`config.mk`:
```
export PLATFORM = sky130hd
export DESIGN_NAME = contact_pulse_gen
export DESIGN_NICKNAME = d
export VERILOG_FILES = /design/src/rtl/contact_pulse_pkg.sv /design/src/rtl/dbp_stage.sv /design/src/rtl/dbp_edge_comb.sv /design/src/rtl/contact_pulse_gen.sv
export SDC_FILE = /design/constraint.sdc
export NUM_CORES = 1
export LEC_CHECK = 0
export ABC_AREA = 1
export BUFFER_PORTS_ARGS = -buffer_cell sky130_fd_sc_hd__buf_2
export CORE_MARGIN = 2
export CORE_UTILIZATION = 56
export CTS_BUF_LIST = sky130_fd_sc_hd__clkbuf_2 sky130_fd_sc_hd__clkbuf_4 sky130_fd_sc_hd__clkbuf_8
export CTS_CLUSTER_DIAMETER = 150
export DETAILED_ROUTE_END_ITERATION = 10
export GPL_ROUTABILITY_DRIVEN = 0
export PLACE_DENSITY_LB_ADDON = 0.3
export SLEW_MARGIN = 20
export SYNTH_ARGS = -nofsm -noshare
export SYNTH_HDL_FRONTEND = slang
export SYNTH_SLANG_ARGS = --single-unit
```
`constraint.sdc`:
```
create_clock -name clk -period 3.8 [get_ports clk]
set_clock_uncertainty 0.2 [all_clocks]
set_input_delay 0.19 -clock clk [delete_from_list [all_inputs] [get_ports clk]]
set_output_delay 0.19 -clock clk [all_outputs]
set_load 0.01 [all_outputs]
```
`src/rtl/contact_pulse_pkg.sv`:
```
package contact_pulse_pkg;
  typedef enum logic {
    EDGE_MAKE  = 1'b0,
    EDGE_BREAK = 1'b1
  } edge_sel_e;

  localparam logic LVL_OPEN = 1'b1;
endpackage

```
`src/rtl/dbp_stage.sv`:
```
// One debouncing stage: the output adopts the input level after SAMPLES
// consecutive ticks on which the two disagree.
module dbp_stage
  import contact_pulse_pkg::*;
#(
  parameter int SAMPLES = 4
) (
  input  logic clk,
  input  logic rst_n,
  input  logic tick,
  input  logic din,
  output logic q
);
  localparam int CW = $clog2(SAMPLES + 1);
  localparam logic [CW-1:0] LAST = CW'(SAMPLES - 1);

  logic [CW-1:0] run_cnt;

  always_ff @(posedge clk) begin
    if (!rst_n) begin
      q       <= LVL_OPEN;
      run_cnt <= '0;
    end else if (tick) begin
      if (din == q) begin
        run_cnt <= '0;
      end else if (run_cnt == LAST) begin
        q       <= din;
        run_cnt <= '0;
      end else begin
        run_cnt <= run_cnt + 1'b1;
      end
    end
  end
endmodule

```
`src/rtl/dbp_edge_comb.sv`:
```
// Forms the one-shot from the leading and lagging stage levels.
module dbp_edge_comb
  import contact_pulse_pkg::*;
(
  input  logic      lead,
  input  logic      lag,
  input  edge_sel_e mode,
  output logic      pulse
);
  logic want_lead;

  always_comb begin
    want_lead = (mode == EDGE_BREAK) ? 1'b1 : 1'b0;
    pulse     = (lead != lag) && (lead == want_lead);
  end
endmodule

```
`src/rtl/contact_pulse_gen.sv`:
```
module contact_pulse_gen
  import contact_pulse_pkg::*;
#(
  parameter int SAMPLES    = 4,
  parameter int NUM_STAGES = 4
) (
  input  logic                  clk,
  input  logic                  rst_n,
  input  logic                  tick,
  input  logic                  sel_break,
  input  logic                  contact_n,
  output logic                  pulse,
  output logic                  lead_lvl,
  output logic                  lag_lvl,
  output logic [NUM_STAGES-1:0] tap_lvl
);
  logic [NUM_STAGES:0] link;
  edge_sel_e           mode;

  assign link[0] = contact_n;
  assign mode    = edge_sel_e'(sel_break);

  for (genvar g = 0; g < NUM_STAGES; g++) begin : g_stage
    dbp_stage #(.SAMPLES(SAMPLES)) u_stage (
      .clk  (clk),
      .rst_n(rst_n),
      .tick (tick),
      .din  (link[g]),
      .q    (link[g+1])
    );
  end

  assign tap_lvl  = link[NUM_STAGES:1];
  assign lead_lvl = link[1];
  assign lag_lvl  = link[2];

  dbp_edge_comb u_edge (
    .lead (lead_lvl),
    .lag  (lag_lvl),
    .mode (mode),
    .pulse(pulse)
  );
endmodule

```
==> results of run 1 <==
-- layout make-up --
class / instances / share of cell area (%)
well taps: 15 / 2.05
flip-flops and latches: 16 / 34.9
repair buffers: 14 / 9.28
clock buffers: 4 / 3.96
multi-input cells: 79 / 42.4
inverters: 18 / 7.37
-- worst reg2reg max path, stage by stage (launching register included) --
cell and delay [ns]:
sky130_fd_sc_hd__dfxtp_1 0.35, sky130_fd_sc_hd__ha_1 0.17, sky130_fd_sc_hd__inv_1 0.05, sky130_fd_sc_hd__nor2_1 0.15, sky130_fd_sc_hd__nand3_1 0.11, sky130_fd_sc_hd__nand2_1 0.09
sky130_fd_sc_hd__nand3_1 0.08, sky130_fd_sc_hd__dlygate4sd3_1 0.56
-- per-layer routing --
layer  vias to the layer above  routed length (um)  track usage, %
met5                         -                   0               0
met4                         0                  52            13.8
met3                         7                  49            5.17
met2                        16                 843            36.3
met1                       350                 739            25.7
li1                        401                   -               -
-- how the worst min path moves through the flow --
stage                                          to  slack [ns]  cells after the start
finish              g_stage[2].u_stage.run_cnt[2]        0.09                      2
global route        g_stage[1].u_stage.run_cnt[1]        0.11                      2
CTS                 g_stage[2].u_stage.run_cnt[2]        0.09                      2
detailed placement  g_stage[1].u_stage.run_cnt[2]        0.23                      2
global placement    g_stage[1].u_stage.run_cnt[2]        0.22                      2
floorplan           g_stage[1].u_stage.run_cnt[1]        0.13                      2
-- power breakdown --
part / internal [mW] / switching, mW / leakage [nW]
clock: 0.0585 / 0.0563 / 0.0210
combinational: 0.00657 / 0.0125 / 0.278
sequential: 0.169 / 0.000915 / 0.129
total: 0.234 / 0.0697 / 0.429
-- cell usage in the layout (no fill, tap or decap), types with 2 or more instances in the layout --
master	instances
sky130_fd_sc_hd__a21oi_1	16
sky130_fd_sc_hd__buf_2	11
sky130_fd_sc_hd__clkbuf_4	3
sky130_fd_sc_hd__dfxtp_1	16
sky130_fd_sc_hd__dlygate4sd3_1	3
sky130_fd_sc_hd__ha_1	4
sky130_fd_sc_hd__inv_1	17
sky130_fd_sc_hd__nand2_1	31
sky130_fd_sc_hd__nand3_1	11
sky130_fd_sc_hd__nand3b_1	2
sky130_fd_sc_hd__nand4_1	2
sky130_fd_sc_hd__nor2_1	6
sky130_fd_sc_hd__o21ai_0	3
sky130_fd_sc_hd__o21ai_1	2
sky130_fd_sc_hd__or2_2	2
-- registers in the layout, summed over array words and instances (netlist names) --
name                     flops
g_stage.u_stage.run_cnt     12
g_stage.u_stage.q            4
-- kinds of logic (layout without fill, tap and decap cells) --
| family | count (synthesis) | in the layout |
|---|---|---|
| buffers and inverters | 25 | 36 |
| and+or+nand+nor | 54 | 54 |
| adders and majority gates | 4 | 4 |
| AOI/OAI and AO/OA | 21 | 21 |
| DFF | 16 | 16 |
-- cells in the mapped netlist --
library cell               count
sky130_fd_sc_hd__o21ai_0       3
sky130_fd_sc_hd__inv_1        17
sky130_fd_sc_hd__nand3b_1      2
sky130_fd_sc_hd__buf_2         1
sky130_fd_sc_hd__inv_2         1
sky130_fd_sc_hd__nand3_1      11
sky130_fd_sc_hd__buf_4         5
sky130_fd_sc_hd__nand4_1       2
sky130_fd_sc_hd__nand2_1      31
sky130_fd_sc_hd__buf_6         1
sky130_fd_sc_hd__or2_2         2
sky130_fd_sc_hd__o21ai_1       2
sky130_fd_sc_hd__nor2_1        6
sky130_fd_sc_hd__ha_1          4
sky130_fd_sc_hd__dfxtp_1      16
sky130_fd_sc_hd__a21oi_1      16
==> reports/qor.log, run 1 <==
qor: outcome.outcome complete, no violations
qor: setup_path.critical_path_required 3.79 ns
qor: placed_design.dpl_cell_area 851 um2
qor: floorplan.ios 12
qor: drt.wire_per_inst 11.5 um
qor: sta.worstMarginPinSlew 0.294 ns
qor: setup_path.worstReg2RegEnd g_stage[0].u_stage.q
qor: setup_path.setup.worst_path.end_class register
qor: clocking.level_count_of_the_clock_h_tree 1
qor: sta.final-hold-violation-count 0
qor: logic_synthesis.post_synth_inst_count 120
qor: layout.area_taken_by_multi_input_logic_gates 389 um2
qor: logic_synthesis.synth.lib_cells_used.distinct 16
qor: floorplan.dieWidth 42.5 um
qor: clocking.tritoncts_num_sinks 16
qor: setup_path.r2r_slack 1.94 ns
qor: placed_design.io_buffer_count 11
qor: drt.drt_iter0_drc 5
qor: worst_hold_path.hold_class in2reg
qor: clocking.ctsRootBufferMaster sky130_fd_sc_hd__clkbuf_4
qor: worst_hold_path.holdCritStartpoint tick
qor: placed_design.place.detailed.instances 139
qor: floorplan.floorplan.initialDensity 61.5%
qor: logic_synthesis.post_synth_instance_area 831 um2
qor: logic_synthesis.post_synth_xor_area_fraction 0%
qor: job.maxcap_viol_count 0
qor: setup_path.cells_along_the_critical_path dlygate4sd3_1 > buf_2 > inv_1 > nand2_1 > nand2_1 > nand3_1 > nand2_1 > nand3_1 > dlygate4sd3_1
qor: setup_path.critical_path.startpoint_type input pin
qor: setup_path.timing.critical_path.slowest_stage_cell sky130_fd_sc_hd__dlygate4sd3_1
qor: global_routing.global_route_wire_length_before_repair 2.99 mm
qor: global_routing.grt_antenna_before_repair 0
qor: power_and_ir_drop.peakVddDrop 0.170 mV
qor: clocking.cts_tree yes
qor: floorplan.fp.dieH 42.5 um
qor: sta.timing.final.crit_share 49.8%
qor: sta.relative_max_transition_margin 80.4%
qor: sta.worst_slack 1.91 ns
qor: setup_path.worst_setup_path_startpoint contact_n
qor: layout.final_cell_count_no_fill 146
qor: clocking.clkSlewWorstSetupHoldPaths 0.09 ns
qor: sta.hold-worst-slack 0.0904 ns
qor: logic_synthesis.synth.top_cell.area_share 38.6%
qor: clocking.worst_skew_pair.late_latency 0.29 ns
qor: sta.timing.final.crit_period 1.89 ns
qor: drt.antenna_violating_nets_post_route 0
qor: floorplan.design.die.area 1810 um2
qor: global_routing.grt_use_total 22.1%
qor: setup_path.crit_top_cell sky130_fd_sc_hd__nand2_1
qor: setup_path.cp_data_arrival_time 1.88 ns
qor: clocking.clk_path_buf_depth 2
qor: drt.vias 774
qor: logic_synthesis.synth.largest_area_cell sky130_fd_sc_hd__dfxtp_1
qor: logic_synthesis.synth.yosys.seq_area_share 38.6%
qor: logic_synthesis.post_synth_fa_ha_maj_area_fraction 6.02%
qor: setup_path.timing.critical_path.fanout_max 4
qor: logic_synthesis.synth.area.mux_share 0%
qor: layout.final_layout_size_suffix_gt1_share 13.7%
qor: sta.setup_repair_after_global_routing_missed_its_margin no
qor: logic_synthesis.synth.net_count 129
qor: layout.post-route-util 67.9%
qor: layout.filler_cell_count 117
qor: setup_path.crit_path_max_incr_delay 0.56 ns
qor: setup_path.depth_of_the_critical_timing_path_with_buffers_and_inverters_included 9
qor: logic_synthesis.synth_compound_gate_area_share 12.7%
qor: sta.timing.fmax 528 MHz
qor: layout.num_antenna_cells 0
qor: layout.ff_latch_area 320 um2
qor: floorplan.core_area 1350 um2
qor: drt.vias_per_cell 5.30
qor: logic_synthesis.synth-seq-cells 16
qor: setup_path.reg2reg_depth 7
qor: logic_synthesis.synth_simple_gate_area_share 28.2%
qor: setup_path.path_class in2reg
qor: setup_path.crit_buf_inv 4
qor: logic_synthesis.post_synth.cell_area_avg 6.92 um2
qor: power_and_ir_drop.p_total 0.304 mW
qor: logic_synthesis.dominant_combinational_cell_family_by_area_after_synthesis simple AND/OR/NAND/NOR gates
qor: sta.drv_slew 0
qor: power_and_ir_drop.pd_cells 331 nW/um2
qor: sta.report.final.setup_viol 0
qor: clocking.post_cts_buffers 0
qor: drt.drtPass1Iterations 4
qor: layout.final_nets 141
qor: layout.synthToLayoutAreaGrowth 10.4%
qor: placed_design.detailed_place_hpwl 1.22 mm
qor: setup_path.critPathTopFamily buffers and inverters
qor: power_and_ir_drop.power.leakage 0.429 nW
qor: setup_path.endpoint g_stage[0].u_stage.q
qor: layout.final_area 917 um2
qor: logic_synthesis.ys_top_cells_by_area sky130_fd_sc_hd__dfxtp_1 39%, sky130_fd_sc_hd__nand2_1 14%, sky130_fd_sc_hd__a21oi_1 9.6%
qor: global_routing.grt_max_degree 17
qor: global_routing.grt_remaining_overflow 0
qor: drt.route.final.wire_length 1.69 mm
qor: floorplan.placement_rows 13
qor: sta.setup_tns 0 ns
qor: clocking.cts_hold_buf 3
qor: drt.remaining_drc_errors 0
qor: clocking.tritoncts.num_buffers 3
qor: global_routing.via_count_of_the_first_global_routing_pass 734
qor: clocking.post_cts_resized 0
qor: logic_synthesis.synthesis.yosys.warnings 0
qor: placed_design.placement.setup.worst_slack 2.45 ns
qor: setup_path.timing.rr.start g_stage[0].u_stage.run_cnt[1]
Power figures use the tool's default switching activity.
==> inputs of run 2 (changes only) <==
--- a/config.mk
+++ b/config.mk
@@ -8,7 +8,7 @@
 export ABC_AREA = 1
 export BUFFER_PORTS_ARGS = -buffer_cell sky130_fd_sc_hd__buf_2
 export CORE_MARGIN = 2
-export CORE_UTILIZATION = 56
+export CORE_UTILIZATION = 52
 export CTS_BUF_LIST = sky130_fd_sc_hd__clkbuf_2 sky130_fd_sc_hd__clkbuf_4 sky130_fd_sc_hd__clkbuf_8
 export CTS_CLUSTER_DIAMETER = 150
 export DETAILED_ROUTE_END_ITERATION = 10
==> constraint.sdc (replaced) <==
create_clock -name clk -period 1.6 [get_ports clk]
set_clock_uncertainty 0.2 [all_clocks]
set_input_delay 0.08 -clock clk [delete_from_list [all_inputs] [get_ports clk]]
set_output_delay 0.08 -clock clk [all_outputs]
set_load 0.01 [all_outputs]
==> run 2 against run 1 <==
Effect of this change: sequential power is 140% higher; clock-buffer cell count stayed put; clock power is 140% higher; die area is 7.0% higher; critical endpoint is now pulse; cell area is 0.14% higher; worst setup slack worse by 1.8 ns; critical path depth is 5 lower; global-route usage is 3.4 points lower; worst hold slack better by 0.14 ns; total power is 140% higher; final cell count is 0.68% higher.
==> reports/qor.log, run 2 (synthesis gave the netlist of run 1 again) <==
qor: sta.timing.final.crit_period 1.48 ns
qor: clocking.level_count_of_the_clock_h_tree 1 [unchanged]
qor: sta.setup_repair_after_global_routing_missed_its_margin no [unchanged]
qor: placed_design.place.detailed.instances 140 [was 139]
qor: floorplan.floorplan.initialDensity 55.1% [was 61.5%]
qor: drt.wire_per_inst 10.9 um [was 11.5 um]
qor: clocking.clkSlewWorstSetupHoldPaths 0.10 ns [was 0.09 ns]
qor: global_routing.grt_antenna_before_repair 0 [unchanged]
qor: sta.worstMarginPinSlew 0.307 ns [was 0.294 ns]
qor: setup_path.crit_buf_inv 2 [was 4]
qor: drt.remaining_drc_errors 0 [unchanged]
qor: setup_path.critical_path.startpoint_type register [was input pin]
qor: clocking.tritoncts.num_buffers 3 [unchanged]
qor: sta.relative_max_transition_margin 79.5% [was 80.4%]
qor: floorplan.core_area 1510 um2 [was 1350 um2]
qor: setup_path.path_class reg2out [was in2reg]
qor: worst_hold_path.hold_class in2out [was in2reg]
qor: layout.layout_common_cells 31 x sky130_fd_sc_hd__nand2_1, 17 x sky130_fd_sc_hd__inv_1, 16 x sky130_fd_sc_hd__a21oi_1, 16 x sky130_fd_sc_hd__dfxtp_1 [unchanged]
qor: layout.synthToLayoutAreaGrowth 10.5% [was 10.4%]
qor: clocking.clk_path_buf_depth 2 [unchanged]
qor: drt.route.final.wire_length 1.60 mm [was 1.69 mm]
qor: global_routing.global_route_wire_length_before_repair 2.62 mm [was 2.99 mm]
qor: power_and_ir_drop.p_total 0.724 mW [was 0.304 mW]
qor: drt.drtPass1Iterations 4 [unchanged]
qor: floorplan.dieWidth 44.0 um [was 42.5 um]
qor: global_routing.via_count_of_the_first_global_routing_pass 646 [was 734]
qor: sta.timing.fmax 676 MHz
qor: clocking.worst_skew_pair.late_latency 0.29 ns [about the same]
qor: clocking.cts_tree yes [unchanged]
qor: clocking.ctsRootBufferMaster sky130_fd_sc_hd__clkbuf_4 [unchanged]
qor: floorplan.placement_rows 14 [was 13]
qor: sta.drv_slew 0 [unchanged]
qor: power_and_ir_drop.peakVddDrop 0.526 mV [was 0.170 mV]
qor: outcome.outcome complete, no violations [unchanged]
qor: drt.drt_iter0_drc 13 [was 5]
qor: clocking.tritoncts_num_sinks 16 [unchanged]
qor: floorplan.design.die.area 1930 um2 [was 1810 um2]
qor: placed_design.detailed_place_hpwl 1.13 mm [was 1.22 mm]
qor: sta.timing.final.crit_share 92.5%
qor: layout.ff_latch_area 320 um2 [unchanged]
qor: setup_path.cells_along_the_critical_path inv_1 > a21oi_1 > a21oi_1 > buf_2 [was dlygate4sd3_1 > buf_2 > inv_1 > nand2_1 > nand2_1 > nand3_1 > nand2_1 > nand3_1 > dlygate4sd3_1]
qor: layout.largest_registers g_stage.u_stage.run_cnt x12, g_stage.u_stage.q x4 [unchanged]
qor: layout.num_antenna_cells 0 [unchanged]
qor: power_and_ir_drop.power.leakage 0.431 nW [was 0.429 nW]
qor: sta.hold-worst-slack 0.232 ns [was 0.0904 ns]
qor: sta.report.final.setup_viol 0 [unchanged]
qor: drt.antenna_violating_nets_post_route 0 [unchanged]
qor: setup_path.crit_path_max_incr_delay 0.46 ns [was 0.56 ns]
qor: job.maxcap_viol_count 0 [unchanged]
qor: drt.vias 776 [was 774]
qor: clocking.post_cts_resized 0 [unchanged]
qor: setup_path.critical_path_required 1.32 ns [was 3.79 ns]
qor: setup_path.cp_data_arrival_time 1.20 ns [was 1.88 ns]
qor: sta.setup_tns 0 ns [unchanged]
qor: layout.filler_cell_count 143 [was 117]
qor: clocking.post_cts_buffers 0 [unchanged]
qor: setup_path.timing.critical_path.slowest_stage_cell sky130_fd_sc_hd__dfxtp_1 [was sky130_fd_sc_hd__dlygate4sd3_1]
qor: layout.post-route-util 61.0% [was 67.9%]
qor: power_and_ir_drop.pd_cells 789 nW/um2 [was 331 nW/um2]
qor: drt.vias_per_cell 5.28 [was 5.30]
qor: setup_path.critPathTopFamily flip-flops [was buffers and inverters]
qor: layout.area_taken_by_multi_input_logic_gates 389 um2 [unchanged]
qor: setup_path.timing.critical_path.fanout_max 7 [was 4]
qor: sta.final-hold-violation-count 0 [unchanged]
qor: global_routing.grt_remaining_overflow 0 [unchanged]
qor: layout.final_nets 141 [unchanged]
qor: layout.top_register g_stage.u_stage.run_cnt [unchanged]
qor: global_routing.grt_max_degree 17 [unchanged]
qor: layout.final_cell_count_no_fill 147 [was 146]
qor: setup_path.crit_top_cell sky130_fd_sc_hd__a21oi_1 [was sky130_fd_sc_hd__nand2_1]
qor: placed_design.io_buffer_count 11 [unchanged]
qor: floorplan.fp.dieH 44.0 um [was 42.5 um]
qor: layout.largest_register_ffs 12 [unchanged]
qor: layout.final_layout_size_suffix_gt1_share 13.7% [unchanged]
qor: floorplan.ios 12 [unchanged]
qor: setup_path.setup.worst_path.end_class primary output [was register]
qor: layout.layout_commonest_cell sky130_fd_sc_hd__nand2_1 [unchanged]
qor: global_routing.grt_use_total 18.8% [was 22.1%]
-- run 2: routing by layer --
metal / up-vias / GRT usage (%) / share of wire [%] / wire length (um)
met5: - / 0 / 0 / 0
met2: 19 / 28.5 / 47 / 750
met4: 0 / 12.7 / 3.2 / 52
met1: 348 / 23.3 / 46 / 745
li1: 402 / - / - / -
met3: 7 / 4.58 / 3.4 / 54
-- run 2: stage by stage --
| stage | area (um2) | setup WS [ns] |
|---|---|---|
| final | 918 | 0.120 |
| after global routing | 918 | 0.00834 |
| after CTS | 918 | 0.146 |
| after detailed placement | 852 | 0.250 |
| after global placement | 852 | 0.290 |
| after floorplan | 831 | 0.310 |
-- run 2: power by group --
| group | total, mW | switching [mW] | internal [mW] |
|---|---|---|---|
| Clock | 0.273 | 0.134 | 0.139 |
| Sequential | 0.404 | 0.00211 | 0.402 |
| Combinational | 0.0477 | 0.0306 | 0.0171 |
| Total | 0.724 | 0.167 | 0.558 |
-- run 2: what timing repair did --
| action | CTS | global route |
|---|---|---|
| hold buffers | 3 | 0 |
| hold endpoints to repair | 12 | 0 |
| setup endpoints to repair | 0 | 0 |
-- run 2: worst min-delay path: cells and delay by family --
kind / cells / cell delay (ns)
AO/OA/AOI/OAI: 1 / 0.05
buffers and inverters: 2 / 0.22
-- run 2: area by class of cell --
class	instances	area share (%)
Timing Repair Buffer	14	9.26
Multi-Input combinational cell	79	42.4
Clock buffer	4	3.95
Tap cell	16	2.18
Inverter	18	7.36
Sequential cell	16	34.9
-- run 2: final timing paths --
kind,start,end,slack [ns],cells past startpoint
worst max-delay path,g_stage[0].u_stage.q,pulse,0.12,4
worst min-delay path,sel_break,pulse,0.23,3
worst max register to register,g_stage[3].u_stage.run_cnt[0],g_stage[3].u_stage.q,0.24,5
worst min register to register,g_stage[3].u_stage.run_cnt[2],g_stage[3].u_stage.run_cnt[2],0.24,2
==> inputs of run 3 (changes only) <==
--- a/config.mk
+++ b/config.mk
@@ -8,8 +8,7 @@
 export ABC_AREA = 1
 export BUFFER_PORTS_ARGS = -buffer_cell sky130_fd_sc_hd__buf_2
 export CORE_MARGIN = 2
-export CORE_UTILIZATION = 52
-export CTS_BUF_LIST = sky130_fd_sc_hd__clkbuf_2 sky130_fd_sc_hd__clkbuf_4 sky130_fd_sc_hd__clkbuf_8
+export CORE_UTILIZATION = 48
 export CTS_CLUSTER_DIAMETER = 150
 export DETAILED_ROUTE_END_ITERATION = 10
 export GPL_ROUTABILITY_DRIVEN = 0
==> run 3 against run 2 <==
Effect of this change: utilization down 5.9 points; wire length decreased by 5.5%; critical path depth did not move; worst setup slack improved by 0.062 ns; die area grew 7.6%; combinational power about the same; via count decreased by 4.3%; clock-buffer cell count unchanged; final cell count is 0.68% higher; total power decreased by 0.85%; sequential power hardly changed; sequential share of layout area hardly changed.
==> reports/qor.log, run 3 (synthesis gave the netlist of run 1 again) <==
qor: drt.vias_per_cell 5.02 [was 5.28]
qor: global_routing.via_count_of_the_first_global_routing_pass 655 [was 646]
qor: sta.timing.final.crit_share 88.6% [was 92.5%]
qor: layout.layout_commonest_cell sky130_fd_sc_hd__nand2_1 [unchanged]
qor: power_and_ir_drop.p_total 0.718 mW [was 0.724 mW]
qor: worst_hold_path.holdCritStartpoint sel_break [unchanged]
qor: floorplan.placement_rows 15 [was 14]
qor: layout.num_antenna_cells 0 [unchanged]
qor: power_and_ir_drop.power.clock.fraction 37.1% [was 37.6%]
qor: global_routing.grt_antenna_before_repair 0 [unchanged]
qor: clocking.cts_tree yes [unchanged]
qor: setup_path.cp_data_arrival_time 1.14 ns [was 1.20 ns]
qor: global_routing.grt_use_total 17.3% [was 18.8%]
qor: global_routing.grt_max_degree 17 [unchanged]
qor: drt.vias 743 [was 776]
qor: clocking.clkSlewWorstSetupHoldPaths 0.10 ns [about the same]
qor: layout.final_area 920 um2 [was 918 um2]
qor: job.maxcap_viol_count 0 [unchanged]
qor: drt.drt_iter0_drc 11 [was 13]
qor: worst_hold_path.timing.hold.worst_path_depth 3 [unchanged]
qor: drt.remaining_drc_errors 0 [unchanged]
qor: floorplan.fp.dieH 45.6 um [was 44.0 um]
qor: power_and_ir_drop.internal-power 0.558 mW [about the same]
qor: layout.largest_registers g_stage.u_stage.run_cnt x12, g_stage.u_stage.q x4 [unchanged]
qor: placed_design.place.detailed.instances 141 [was 140]
qor: global_routing.grt_remaining_overflow 0 [unchanged]
qor: drt.wire_per_inst 10.2 um [was 10.9 um]
qor: setup_path.timing.critical_path.slowest_stage_cell sky130_fd_sc_hd__dfxtp_1 [unchanged]
qor: power_and_ir_drop.switchingPower 0.161 mW [was 0.167 mW]
qor: layout.final_layout_size_suffix_gt1_share 13.7% [unchanged]
qor: setup_path.crit_path_max_incr_delay 0.44 ns [was 0.46 ns]
qor: setup_path.setup.worst_path.end_class primary output [unchanged]
qor: power_and_ir_drop.peakVddDrop 0.412 mV [was 0.526 mV]
qor: layout.final_cell_count_no_fill 148 [was 147]
qor: clocking.post_cts_buffers 0 [unchanged]
qor: setup_path.reg2reg_depth 5 [unchanged]
qor: sta.setup_tns 0 ns [unchanged]
qor: sta.timing.fmax 705 MHz [was 676 MHz]
qor: drt.antenna_violating_nets_post_route 0 [unchanged]
qor: power_and_ir_drop.power.leakage 0.431 nW [unchanged]
qor: setup_path.timing.rr.start g_stage[1].u_stage.run_cnt[0] [was g_stage[3].u_stage.run_cnt[0]]
qor: sta.drv_slew 0 [unchanged]
qor: worst_hold_path.worst_hold_path.endpoint pulse [unchanged]
qor: sta.worstMarginPinSlew 0.288 ns [was 0.307 ns]
qor: clocking.level_count_of_the_clock_h_tree 1 [unchanged]
qor: sta.report.final.setup_viol 0 [unchanged]
qor: power_and_ir_drop.pd_cells 781 nW/um2 [was 789 nW/um2]
qor: setup_path.timing.critical_path.fanout_max 7 [unchanged]
qor: layout.synthToLayoutAreaGrowth 10.7% [was 10.5%]
qor: outcome.outcome complete, no violations [unchanged]
qor: drt.route.final.wire_length 1.52 mm [was 1.60 mm]
qor: clocking.tritoncts.num_buffers 3 [unchanged]
qor: clocking.post_cts_resized 0 [unchanged]
qor: power_and_ir_drop.p_comb_share 6.6% [about the same]
qor: clocking.worst_skew_pair.late_latency 0.28 ns [was 0.29 ns]
qor: placed_design.io_buffer_count 11 [unchanged]
qor: sta.setup_repair_after_global_routing_missed_its_margin no [unchanged]
qor: floorplan.ios 12 [unchanged]
qor: layout.final_nets 141 [unchanged]
qor: setup_path.critical_path.startpoint_type register [unchanged]
qor: setup_path.path_class reg2out [unchanged]
qor: sta.timing.final.crit_period 1.42 ns [was 1.48 ns]
qor: layout.top_register g_stage.u_stage.run_cnt [unchanged]
qor: floorplan.core_area 1670 um2 [was 1510 um2]
qor: floorplan.floorplan.initialDensity 49.7% [was 55.1%]
qor: setup_path.worstReg2RegEnd g_stage[1].u_stage.q [was g_stage[3].u_stage.q]
qor: layout.largest_register_ffs 12 [unchanged]
qor: drt.drtPass1Iterations 4 [unchanged]
qor: clocking.tritoncts_num_sinks 16 [unchanged]
qor: floorplan.dieWidth 45.6 um [was 44.0 um]
qor: setup_path.r2r_slack 0.24 ns [about the same]
qor: sta.relative_max_transition_margin 80.8% [was 79.5%]
qor: placed_design.dpl_cell_area 853 um2 [was 852 um2]
qor: power_and_ir_drop.power_frac_seq 56.3% [was 55.8%]
qor: clocking.ctsRootBufferMaster sky130_fd_sc_hd__clkbuf_4 [unchanged]
qor: setup_path.crit_top_cell sky130_fd_sc_hd__a21oi_1 [unchanged]
qor: worst_hold_path.hold_class in2out [unchanged]
qor: setup_path.cells_along_the_critical_path inv_1 > a21oi_1 > a21oi_1 > buf_2 [unchanged]
qor: power_and_ir_drop.power.share.switching 22.4% [was 23.0%]
qor: setup_path.critical_path_required 1.32 ns [about the same]
qor: clocking.clk_path_buf_depth 2 [unchanged]
qor: global_routing.global_route_wire_length_before_repair 2.61 mm [was 2.62 mm]
qor: placed_design.detailed_place_hpwl 1.06 mm [was 1.13 mm]
qor: sta.final-hold-violation-count 0 [unchanged]
qor: floorplan.design.die.area 2080 um2 [was 1930 um2]
qor: layout.layout_common_cells 31 x sky130_fd_sc_hd__nand2_1, 17 x sky130_fd_sc_hd__inv_1, 16 x sky130_fd_sc_hd__a21oi_1, 16 x sky130_fd_sc_hd__dfxtp_1 [unchanged]
-- run 3: cell counts in the layout (fill, tap and decap cells not counted) --
No cell type changed its count.
-- run 3: worst max-delay path: cells and delay by family, from the launching register on --
kind | cells | cell delay (ns)
AO/OA/AOI/OAI | 2 | 0.17
buffers and inverters | 2 | 0.24
flip-flops | 1 | 0.44
-- run 3: worst max-delay path by stage --
stage                                        from              endpoint  depth (start not counted)
floorplan           g_stage[3].u_stage.run_cnt[0]  g_stage[3].u_stage.q                          5
global route                 g_stage[0].u_stage.q                 pulse                          4
finish                       g_stage[0].u_stage.q                 pulse                          4
global placement    g_stage[3].u_stage.run_cnt[0]  g_stage[3].u_stage.q                          5
detailed placement  g_stage[3].u_stage.run_cnt[0]  g_stage[3].u_stage.q                          5
CTS                          g_stage[0].u_stage.q                 pulse                          4
-- run 3: stage by stage --
step                      util (%)  hold WS [ns]  setup WS, ns
after floorplan                  -        0.0184         0.310
after global placement        51.1         0.170         0.293
after detailed placement      51.1         0.183         0.253
after CTS                     55.1         0.224         0.157
after global routing          55.1         0.239        0.0190
final                         55.1         0.221         0.182
-- run 3: what timing repair did --
action / 4_1_cts / 5_1_grt
endpoints found under the hold margin: 11 / 0
hold buffers: 3 / 0
endpoints found under the setup margin: 0 / 0
-- run 3: routing by layer --
metal / vias up / routed length, um / track usage [%]
li1: 402 / - / -
met1: 329 / 766 / 22.4
met2: 10 / 691 / 28.5
met3: 2 / 40 / 2.38
met4: 0 / 16 / 7.06
met5: - / 0 / 0
-- run 3: layout make-up --
cell class	instances	area (um2)
fill	167	751
multi-input combinational	79	389
sequential	16	320
timing repair buffer	14	85.1
inverter	18	67.6
clock buffer	4	36.3
tap	17	21.3
-- run 3: power groups by stage --
stage               clock, mW  sequential (mW)  combinational, mW
floorplan                   0            0.413             0.0308
global placement            0            0.413             0.0408
detailed placement          0            0.413             0.0420
CTS                     0.270            0.404             0.0478
global route            0.284            0.405             0.0549
finish                  0.267            0.404             0.0476
